==> config.mk <==
export PLATFORM = sky130hd
export DESIGN_NAME = clkCfgSlave
export DESIGN_NICKNAME = d
export VERILOG_FILES = /design/src/rtl/clkCfgPkg.sv /design/src/rtl/i2cLinkCtrl.sv /design/src/rtl/cfgRegBank.sv /design/src/rtl/clkCfgSlave.sv
export SDC_FILE = /design/constraint.sdc
export NUM_CORES = 1
export LEC_CHECK = 0
export BUFFER_PORTS_ARGS = -buffer_cell sky130_fd_sc_hd__clkbuf_2
export CAP_MARGIN = 0
export CORE_MARGIN = 2
export CORE_UTILIZATION = 43
export CTS_CLUSTER_DIAMETER = 120
export CTS_CLUSTER_SIZE = 24
export DETAILED_ROUTE_END_ITERATION = 16
export PLACE_DENSITY = 0.64
export SYNTH_ARGS = -nofsm -noshare
export SYNTH_HDL_FRONTEND = slang
export SYNTH_SLANG_ARGS = --single-unit
==> constraint.sdc <==
create_clock -name clk -period 3.9 [get_ports clk]
set_clock_uncertainty 0.2 [all_clocks]
set_input_delay 0.78 -clock clk [delete_from_list [all_inputs] [get_ports clk]]
set_output_delay 0.78 -clock clk [all_outputs]
set_load 0.02 [all_outputs]
==> src/rtl/clkCfgPkg.sv <==
package clkCfgPkg;

  localparam int NUM_REGS = 13;
  localparam int PTR_W = $clog2(NUM_REGS + 1);

  // single-cycle requests from the bus control to the register file
  typedef struct packed {
    logic       ptrClr;
    logic       ptrInc;
    logic       wrStb;
    logic [7:0] wrData;
  } cfgStrobe_t;

  typedef enum logic [2:0] {
    ST_IDLE,
    ST_RX,
    ST_ACKOUT,
    ST_TX,
    ST_ACKIN,
    ST_SKIP
  } linkState_t;

  function automatic logic [7:0] regDefault(input int idx,
                                            input logic [7:0] idHi,
                                            input logic [7:0] idLo);
    case (idx)
      1, 2, 4, 11: regDefault = 8'hFF;
      3:           regDefault = 8'hE0;
      5:           regDefault = 8'h9F;
      6:           regDefault = idHi;
      7:           regDefault = idLo;
      12:          regDefault = 8'h7F;
      default:     regDefault = 8'h00;
    endcase
  endfunction

  function automatic logic regWritable(input int idx);
    regWritable = (idx != 6) && (idx != 7);
  endfunction

endpackage

==> src/rtl/i2cLinkCtrl.sv <==
module i2cLinkCtrl
  import clkCfgPkg::*;
#(
  parameter logic [6:0] SLAVE_ADDR = 7'h5A
) (
  input  logic       clk,
  input  logic       rstN,
  input  logic       sclIn,
  input  logic       sdaIn,
  input  logic [7:0] rdByte,
  output cfgStrobe_t strobe,
  output logic       sdaLow
);

  logic [1:0] sclSync, sdaSync;
  logic       sclQ, sdaQ;
  logic       sclS, sdaS;
  logic       startSeen, stopSeen, sclRise, sclFall;

  linkState_t state;
  logic [3:0] bitCnt;
  logic [1:0] byteNo;
  logic [7:0] rxShift, txShift;
  logic       isRead, mAck;

  always_ff @(posedge clk or negedge rstN) begin
    if (!rstN) begin
      sclSync <= 2'b11;
      sdaSync <= 2'b11;
      sclQ    <= 1'b1;
      sdaQ    <= 1'b1;
    end else begin
      sclSync <= {sclSync[0], sclIn};
      sdaSync <= {sdaSync[0], sdaIn};
      sclQ    <= sclSync[1];
      sdaQ    <= sdaSync[1];
    end
  end

  assign sclS      = sclSync[1];
  assign sdaS      = sdaSync[1];
  assign startSeen = sclS && sclQ && sdaQ && !sdaS;
  assign stopSeen  = sclS && sclQ && !sdaQ && sdaS;
  assign sclRise   = sclS && !sclQ;
  assign sclFall   = !sclS && sclQ;

  always_ff @(posedge clk or negedge rstN) begin
    if (!rstN) begin
      state   <= ST_IDLE;
      bitCnt  <= '0;
      byteNo  <= '0;
      rxShift <= '0;
      txShift <= '0;
      isRead  <= 1'b0;
      mAck    <= 1'b0;
      strobe  <= '0;
    end else begin
      strobe <= '0;
      if (startSeen) begin
        state  <= ST_RX;
        bitCnt <= '0;
        byteNo <= '0;
      end else if (stopSeen) begin
        state <= ST_IDLE;
      end else begin
        case (state)
          ST_RX: begin
            if (sclRise) begin
              rxShift <= {rxShift[6:0], sdaS};
              bitCnt  <= bitCnt + 4'd1;
            end else if (sclFall && bitCnt == 4'd8) begin
              bitCnt <= '0;
              if (byteNo == 2'd0) begin
                if (rxShift[7:1] == SLAVE_ADDR) begin
                  isRead        <= rxShift[0];
                  strobe.ptrClr <= 1'b1;
                  byteNo        <= 2'd1;
                  state         <= ST_ACKOUT;
                end else begin
                  state <= ST_SKIP;
                end
              end else begin
                if (byteNo == 2'd3 && !isRead) begin
                  strobe.wrStb  <= 1'b1;
                  strobe.ptrInc <= 1'b1;
                  strobe.wrData <= rxShift;
                end else begin
                  byteNo <= byteNo + 2'd1;
                end
                state <= ST_ACKOUT;
              end
            end
          end
          ST_ACKOUT: begin
            if (sclFall) begin
              if (isRead) begin
                txShift       <= rdByte;
                strobe.ptrInc <= 1'b1;
                bitCnt        <= '0;
                state         <= ST_TX;
              end else begin
                state <= ST_RX;
              end
            end
          end
          ST_TX: begin
            if (sclRise) begin
              bitCnt <= bitCnt + 4'd1;
            end else if (sclFall) begin
              if (bitCnt == 4'd8) begin
                bitCnt <= '0;
                state  <= ST_ACKIN;
              end else begin
                txShift <= {txShift[6:0], 1'b1};
              end
            end
          end
          ST_ACKIN: begin
            if (sclRise) begin
              mAck <= !sdaS;
            end else if (sclFall) begin
              if (mAck) begin
                txShift       <= rdByte;
                strobe.ptrInc <= 1'b1;
                state         <= ST_TX;
              end else begin
                state <= ST_SKIP;
              end
            end
          end
          default: ;
        endcase
      end
    end
  end

  assign sdaLow = (state == ST_ACKOUT) || (state == ST_TX && !txShift[7]);

  AST_IDLE_RELEASED: assert property (@(posedge clk) disable iff (!rstN)
    (state == ST_IDLE) |-> !sdaLow);
  AST_SKIP_RELEASED: assert property (@(posedge clk) disable iff (!rstN)
    (state == ST_SKIP) |-> !sdaLow);
  AST_STOP_ENDS: assert property (@(posedge clk) disable iff (!rstN)
    stopSeen |=> (state == ST_IDLE && !sdaLow));
  AST_START_RESTARTS: assert property (@(posedge clk) disable iff (!rstN)
    startSeen |=> (state == ST_RX && byteNo == 2'd0));
  AST_WRITE_AFTER_FILLERS: assert property (@(posedge clk) disable iff (!rstN)
    strobe.wrStb |-> (byteNo == 2'd3 && !isRead));

endmodule

==> src/rtl/cfgRegBank.sv <==
module cfgRegBank
  import clkCfgPkg::*;
#(
  parameter logic [7:0] ID_HI = 8'h90,
  parameter logic [7:0] ID_LO = 8'h21
) (
  input  logic       clk,
  input  logic       rstN,
  input  cfgStrobe_t strobe,
  output logic [7:0] rdByte,
  output logic       freqSwSel,
  output logic [5:0] tableIdx,
  output logic       spreadEn,
  output logic       spreadWide,
  output logic       allTristate,
  output logic [7:0] cpuEn,
  output logic [7:0] pciEn,
  output logic [2:0] fastEn,
  output logic [4:0] auxEn,
  output logic [2:0] skewCode,
  output logic [1:0] divCode,
  output logic       mnSel,
  output logic [8:0] nVal,
  output logic [4:0] mVal
);

  localparam logic [PTR_W-1:0] PTR_END = PTR_W'(NUM_REGS);

  logic [7:0]       regFile [NUM_REGS];
  logic [PTR_W-1:0] ptr;

  always_ff @(posedge clk or negedge rstN) begin
    if (!rstN) begin
      ptr <= '0;
    end else if (strobe.ptrClr) begin
      ptr <= '0;
    end else if (strobe.ptrInc && ptr != PTR_END) begin
      ptr <= ptr + 1'b1;
    end
  end

  always_ff @(posedge clk or negedge rstN) begin
    if (!rstN) begin
      for (int i = 0; i < NUM_REGS; i++) regFile[i] <= regDefault(i, ID_HI, ID_LO);
    end else if (strobe.wrStb && ptr != PTR_END && regWritable(int'(ptr))) begin
      regFile[ptr] <= strobe.wrData;
    end
  end

  assign rdByte = (ptr == PTR_END) ? 8'hFF : regFile[ptr];

  assign freqSwSel   = regFile[0][3];
  assign tableIdx    = {regFile[0][0], regFile[0][2], regFile[0][7:4]};
  assign spreadEn    = regFile[0][1];
  assign cpuEn       = regFile[1];
  assign pciEn       = regFile[2];
  assign fastEn      = regFile[3][7:5];
  assign spreadWide  = regFile[3][3];
  assign allTristate = regFile[3][2];
  assign auxEn       = {regFile[4][7:6], regFile[4][4:2]};
  assign skewCode    = regFile[5][7:5];
  assign nVal        = {regFile[9][7], regFile[10]};
  assign divCode     = regFile[9][6:5];
  assign mVal        = regFile[9][4:0];
  assign mnSel       = regFile[12][7];

  AST_PTR_BOUND: assert property (@(posedge clk) disable iff (!rstN)
    ptr <= PTR_END);
  AST_FIRST_STORE: assert property (@(posedge clk) disable iff (!rstN)
    (strobe.wrStb && ptr == '0) |=> (regFile[0] == $past(strobe.wrData)));
  AST_ID_FIXED: assert property (@(posedge clk) disable iff (!rstN)
    (strobe.wrStb && ptr == PTR_W'(6)) |=> (rdByte != 8'hFF || ID_LO == 8'hFF || ptr != PTR_W'(7)));

endmodule

==> src/rtl/clkCfgSlave.sv <==
module clkCfgSlave
  import clkCfgPkg::*;
#(
  parameter logic [6:0] SLAVE_ADDR = 7'h5A,
  parameter logic [7:0] ID_HI      = 8'h90,
  parameter logic [7:0] ID_LO      = 8'h21
) (
  input  logic       clk,
  input  logic       rstN,
  input  logic       sclIn,
  input  logic       sdaIn,
  output logic       sdaLowOut,
  output logic       freqSwSel,
  output logic [5:0] tableIdx,
  output logic       spreadEn,
  output logic       spreadWide,
  output logic       allTristate,
  output logic [7:0] cpuEn,
  output logic [7:0] pciEn,
  output logic [2:0] fastEn,
  output logic [4:0] auxEn,
  output logic [2:0] skewCode,
  output logic [1:0] divCode,
  output logic       mnSel,
  output logic [8:0] nVal,
  output logic [4:0] mVal
);

  cfgStrobe_t strobe;
  logic [7:0] rdByte;

  i2cLinkCtrl #(.SLAVE_ADDR(SLAVE_ADDR)) uCtrl (
    .clk    (clk),
    .rstN   (rstN),
    .sclIn  (sclIn),
    .sdaIn  (sdaIn),
    .rdByte (rdByte),
    .strobe (strobe),
    .sdaLow (sdaLowOut)
  );

  cfgRegBank #(.ID_HI(ID_HI), .ID_LO(ID_LO)) uBank (
    .clk         (clk),
    .rstN        (rstN),
    .strobe      (strobe),
    .rdByte      (rdByte),
    .freqSwSel   (freqSwSel),
    .tableIdx    (tableIdx),
    .spreadEn    (spreadEn),
    .spreadWide  (spreadWide),
    .allTristate (allTristate),
    .cpuEn       (cpuEn),
    .pciEn       (pciEn),
    .fastEn      (fastEn),
    .auxEn       (auxEn),
    .skewCode    (skewCode),
    .divCode     (divCode),
    .mnSel       (mnSel),
    .nVal        (nVal),
    .mVal        (mVal)
  );

endmodule

Word level (Yosys, flattened, before mapping)
Index checks and enable logic that the tools add are counted.
{"block": "totals", "reg_bits": 152, "in_bits": 4}
{"block": "op_classes", "n_reduce_logical": 36, "n_lt_le_gt_ge": 2, "n_bitwise": 4, "mux": 67, "eq_ne": 36, "addsub": 3}
{"op": "104-bit bitwise mux", "n": 1}
{"op": "8-bit 2-to-1 mux", "n": 12}
{"op": "11-bit 2-to-1 mux", "n": 4}
{"op": "4-bit 2-to-1 mux", "n": 11}
{"op": "3-bit 2-to-1 mux", "n": 13}
{"op": "8-bit binary-select mux with 4-bit select", "n": 1}
{"op": "8-bit demux with 4-bit select", "n": 1}
{"op": "4-bit by 1-bit inequality test with 1-bit output (second input constant)", "n": 8}
{"op": "8-bit one-hot mux with 3 select lines", "n": 1}
{"op": "10-bit 2-to-1 mux", "n": 2}
{"op": "2-bit 2-to-1 mux", "n": 9}
{"op": "1-bit logical AND", "n": 15}
{"op": "2-bit by 1-bit inequality test with 1-bit output (second input constant)", "n": 7}
{"op": "7-bit AND reduction", "n": 2}
{"op": "4-bit by 2-bit inequality test with 1-bit output (second input constant)", "n": 3}
{"op": "4-bit inequality test (second input constant)", "n": 3}
{"op": "3-bit one-hot mux with 4 select lines", "n": 1}
{"op": "4-bit one-hot mux with 3 select lines", "n": 1}
{"op": "11-bit AND reduction", "n": 1}
{"op": "9-bit 2-to-1 mux", "n": 1}
{"op": "3-bit by 1-bit inequality test with 1-bit output (second input constant)", "n": 3}
{"op": "9-bit AND reduction", "n": 1}
{"op": "4-bit by 1-bit adder with 4-bit output (second input constant)", "n": 2}
{"op": "4-bit equality test (second input constant)", "n": 2}
{"op": "other kinds (23)", "n": 43}

Longest topological paths before layout
{"block": "depth", "depth_word": 9, "ltp_mapped": 9}

By module
Synthesis repeated with hierarchy kept, for this count alone.
{"block": "hier_totals", "cells_unflattened": 578, "area_unflattened_um2": 7504.7}
{"mod": "cfgRegBank", "area_each_um2": 5434.0, "cells_per_inst": 394, "instances": 1}
{"mod": "i2cLinkCtrl", "area_each_um2": 2070.7, "cells_per_inst": 184, "instances": 1}

Worst setup path after synthesis
Ideal clock, no wire load.
{"block": "synth_path", "kind": "flip-flop to flip-flop", "start": "register uBank.ptr[0]", "end": "register uBank.regFile (netlist bit uBank.auxEn[0])", "path_stages_with_launch": 9, "required_time_ns": 3.618, "path_buffers": 4, "synth_period_minus_slack_ns": 2.653, "setup_ns": 0.082, "arrival_ns": 2.371, "setup_slack_ns": 1.247, "path_cell_list": "dfrtp_1 -> clkbuf_1 -> buf_2 -> buf_2 -> inv_1 -> ha_1 -> or4_1 -> clkbuf_1 -> mux2_2"}
{"block": "synth_between", "elab_chain_len": 6}
{"item": "start, declared", "line_no": "cfgRegBank.sv:30", "source": "logic [PTR_W-1:0] ptr;"}
{"item": "start signal, assigned", "line_no": "cfgRegBank.sv:38", "source": "ptr <= ptr + 1'b1;"}
{"item": "4-bit NOT with 5-bit output (implied by the code)", "line_no": "cfgRegBank.sv:46", "source": "regFile[ptr] <= strobe.wrData;"}
{"item": "5-bit greater-or-equal comparator (implied by the code) / 5-bit by 1-bit less-than comparator with 1-bit output (equally long branches)", "line_no": "cfgRegBank.sv:46"}
{"item": "1-bit logical AND (implied by the code)", "line_no": "cfgRegBank.sv:46"}
{"item": "8-bit 2-to-1 mux (implied by the code)", "line_no": "cfgRegBank.sv:46"}
{"item": "8-bit demux with 4-bit select", "line_no": "cfgRegBank.sv:46"}
{"item": "104-bit bitwise mux", "line_no": "cfgRegBank.sv:46"}
{"item": "end signal, assigned by index", "line_no": "cfgRegBank.sv:46"}
{"item": "end, declared", "line_no": "cfgRegBank.sv:29", "source": "logic [7:0] regFile [NUM_REGS];"}
Several ways; a longest one is shown, not always the timed one.
A chain may end at the register's enable or synchronous reset.

Worst setup path after layout
{"block": "layout_path", "start": "register uBank.ptr[0]", "end": "register uCtrl.txShift[6]"}
{"block": "layout_between", "elab_chain_len": 9}
{"item": "4-bit NOT with 5-bit output (implied by the code)", "line_no": "cfgRegBank.sv:50", "source": "assign rdByte = (ptr == PTR_END) ? 8'hFF : regFile[ptr];"}
{"item": "8-bit binary-select mux with 4-bit select", "line_no": "cfgRegBank.sv:50"}
{"item": "8-bit 2-to-1 mux (implied by the code) (2 in series)", "line_no": "cfgRegBank.sv:50"}
{"item": "8-bit 2-to-1 mux (*)", "line_no": "cfgRegBank.sv:50"}
{"item": "8-bit 2-to-1 mux", "line_no": "i2cLinkCtrl.sv:122", "source": "if (mAck) begin"}
{"item": "8-bit 2-to-1 mux", "line_no": "i2cLinkCtrl.sv:121", "source": "end else if (sclFall) begin"}
{"item": "8-bit 2-to-1 mux", "line_no": "i2cLinkCtrl.sv:119", "source": "if (sclRise) begin"}
{"item": "8-bit one-hot mux with 3 select lines (*)", "line_no": "i2cLinkCtrl.sv:66", "source": "case (state)"}
{"item": "end signal, assigned", "line_no": "i2cLinkCtrl.sv:97", "source": "txShift <= rdByte;"}
{"item": "end signal, assigned", "line_no": "i2cLinkCtrl.sv:114", "source": "txShift <= {txShift[6:0], 1'b1};"}
{"item": "end signal, assigned", "line_no": "i2cLinkCtrl.sv:123", "source": "txShift <= rdByte;"}
{"item": "end, declared", "line_no": "i2cLinkCtrl.sv:23", "source": "logic [7:0] rxShift, txShift;"}
Every way passes the cells marked *; elsewhere a longest branch is shown, timed or not. The select of a mux whose other input is x is not followed.

==> run summary <==
Status = complete, no violations
Final core utilization = 47.9%
Synth Flop Type = dfrtp_1
Worst-skew pair later-pin latency = 0.42 ns
Startpoint Class = flip-flop
Post-layout nets = 596
Worst Tran Pin Value = 0.973 ns
Finish-stage setup viols = 0
Yosys warns = 0
Clock sink count = 152
First-pass GRT wire length = 25800 um
Pre-antenna DRT Iters = 5
Initial Util = 44.1%
VDD IR max = 0.000380 V
Async S/R FF share, synth = 100%
Num CTS Buffers = 17
Fmax = 344 MHz
Clock transition at path regs = 0.06 ns
WL/cell = 19.4 um
Cell Area, Synth = 7340 sq um
Distinct cells, synth = 51
DRC errors left = 0
Synthesis-to-finish area growth = 8.59%
Routability cong. = 0.894
Final Worst Setup Slack = 0.991 ns
DIE HEIGHT = 135 um
RR Endpoint = uCtrl.txShift[6]
Post-synthesis cell count = 595
R2r setup slk = 0.99 ns
Max-slew violation total from the final report = 0
Number of H-tree levels = 4
Hold crit path type = in2async
Post-synthesis sequential area ratio = 52.8%
Remaining Overflow, GRT = 0
Slew HR = 34.6%
Most used standard cell by instance count after synthesis = mux2_2
Post-CTS sizing = 0
Cell area after placement = 7390 sq um
Final setup TNS = 0 ns
Crit Path Max Fanout = 27
Post-CTS Hold Buffers = 0
Power Total = 3.66 mW
N_diodes = 0
GRT Util Overall = 18.6%
R2r startpoint = uBank.ptr[0]
Number of enable flip-flop cells after synthesis = 0
Synth top cells by count = mux2_2, dfrtp_1, dfstp_2
Die area = 18100 sq um
Power per cell area = 459 nW/um^2
Vias per std cell = 5.42
Vias in the first global route = 4557
Final ANT Viol Nets = 0
Root Driver = clkbuf_16
Hpwl dp = 10900 um
Chip width = 135 um
Port Buffers = 58
Worst reg2reg path depth = 6
Kind of critical path = reg2reg
Initial antenna violation count = 0
Cell Rows = 47
Placed insts = 785
Core ar. = 16600 sq um
Data required, critical path = 4.01 ns
CP arrival = 3.02 ns
Initial drt markers = 242
I/O pin count = 59
RSZ-0062 raised after global routing = no
CTS tree = built
Post-CTS setup buffer count = 0
Routed WL = 15800 um
Area leader, netlist = dfrtp_1
LEAKAGE = 3.59 nW
Pre-CTS setup slack = 0.987 ns
Syn Area/Cell = 12.3 sq um
Tmin final = 2.91 ns
Register bit total from synthesis = 152
Largest net degree at the start of global routing = 74
Worst Setup End Kind = flip-flop
Layout cell share with drive strength beyond 1 = 46.6%
Period Utilization, post-route = 74.6%
Max-cap violations = 0
Routed vias = 4431
CTS Buffer Depth = 2
Min Hold Slack = 0.156 ns
Endpoints failing hold = 0
# fillers = 1463
Synth top area share = 32.1%
Net Count, Synth = 607
Largest cells by area after synthesis = dfrtp_1, dfstp_2, mux2_2
Final Instance Area = 7970 sq um
Final non-filler cell total = 817
## power by group
part | internal [mW] | switching [mW]
sequential | 1.63 | 0.113
clock | 0.916 | 0.663
combinational | 0.163 | 0.170
total | 2.71 | 0.947
## critical path, cell delays in order, from the launching register on
cell,delay (ns)
dfrtp_2,0.82
buf_4,0.49
mux2i_1,0.26
o22ai_1,0.13
a221oi_1,0.44
a21oi_1,0.14
mux2_2,0.28
## final cells by class
type / instances / area (sq um) / share of cell area (%)
clock buffer: 19 / 453 / 5.68
clock inverter: 13 / 123 / 1.54
inverter: 10 / 37.5 / 0.471
multi-input combinational: 341 / 2880 / 36.1
sequential: 152 / 3880 / 48.7
tap: 220 / 275 / 3.45
timing repair buffer: 62 / 327 / 4.10
## registers in the layout, summed over array words and instances (netlist names), 4 cells and up
| name | cells |
|---|---|
| uBank.nVal | 9 |
| uBank.ptr | 4 |
| uBank.regFile | 50 |
| uCtrl.txShift | 8 |
| uBank.cpuEn | 8 |
| uBank.mVal | 5 |
| uBank.pciEn | 8 |
| uCtrl.bitCnt | 4 |
| uBank.tableIdx | 6 |
| uCtrl.rxShift | 8 |
| uCtrl.strobe | 11 |
| uBank.auxEn | 5 |
## routing by layer
metal,global-route usage [%],up-vias,share of wire [%],wire (um)
met3,3.79,25,3.8,604
met1,24.9,2267,45,7120
met4,6.78,0,2.2,347
li1,-,2028,-,-
met5,0,-,0,0
met2,30.1,111,49,7750
## worst max-delay path by stage
stage                     slack (ns)         start                to  cells after the start
after floorplan                 1.25  uBank.ptr[0]    uBank.auxEn[0]                      8
after detailed placement        0.99  uBank.ptr[0]  uCtrl.txShift[6]                      6
after global routing            0.80  uBank.ptr[0]  uCtrl.txShift[7]                      6
after global placement          1.03  uBank.ptr[0]  uCtrl.txShift[7]                      6
after CTS                       0.97  uBank.ptr[0]  uCtrl.txShift[6]                      6
final                           0.99  uBank.ptr[0]  uCtrl.txShift[6]                      6
## cells in the final DEF, fill, tap and decap left out, types with 6 or more instances in the layout
| master | count |
|---|---|
| nand3_1 | 10 |
| a221oi_1 | 7 |
| dfstp_2 | 58 |
| o22ai_1 | 16 |
| o21ai_0 | 12 |
| inv_1 | 10 |
| mux2i_1 | 39 |
| mux2_2 | 113 |
| nand2b_1 | 8 |
| nor3_1 | 10 |
| clkbuf_16 | 17 |
| clkbuf_2 | 57 |
| and2_1 | 8 |
| a21oi_1 | 15 |
| nor2b_1 | 6 |
| nand2_1 | 20 |
| dfrtp_1 | 93 |
| nor2_1 | 26 |
| ha_1 | 8 |
## kinds of logic (layout without fill, tap and decap cells)
group           after synthesis  in the layout  synth area share, %
buf+inv                     102            104                 7.98
mux                         155            155                 23.4
simple gates                113            113                 8.56
compound gates               62             62                 5.49
xor+xnor                      3              3                0.358
fa+ha+maj                     8              8                 1.36
flops                       152            152                 52.8
Power figures use the tool's default switching activity.
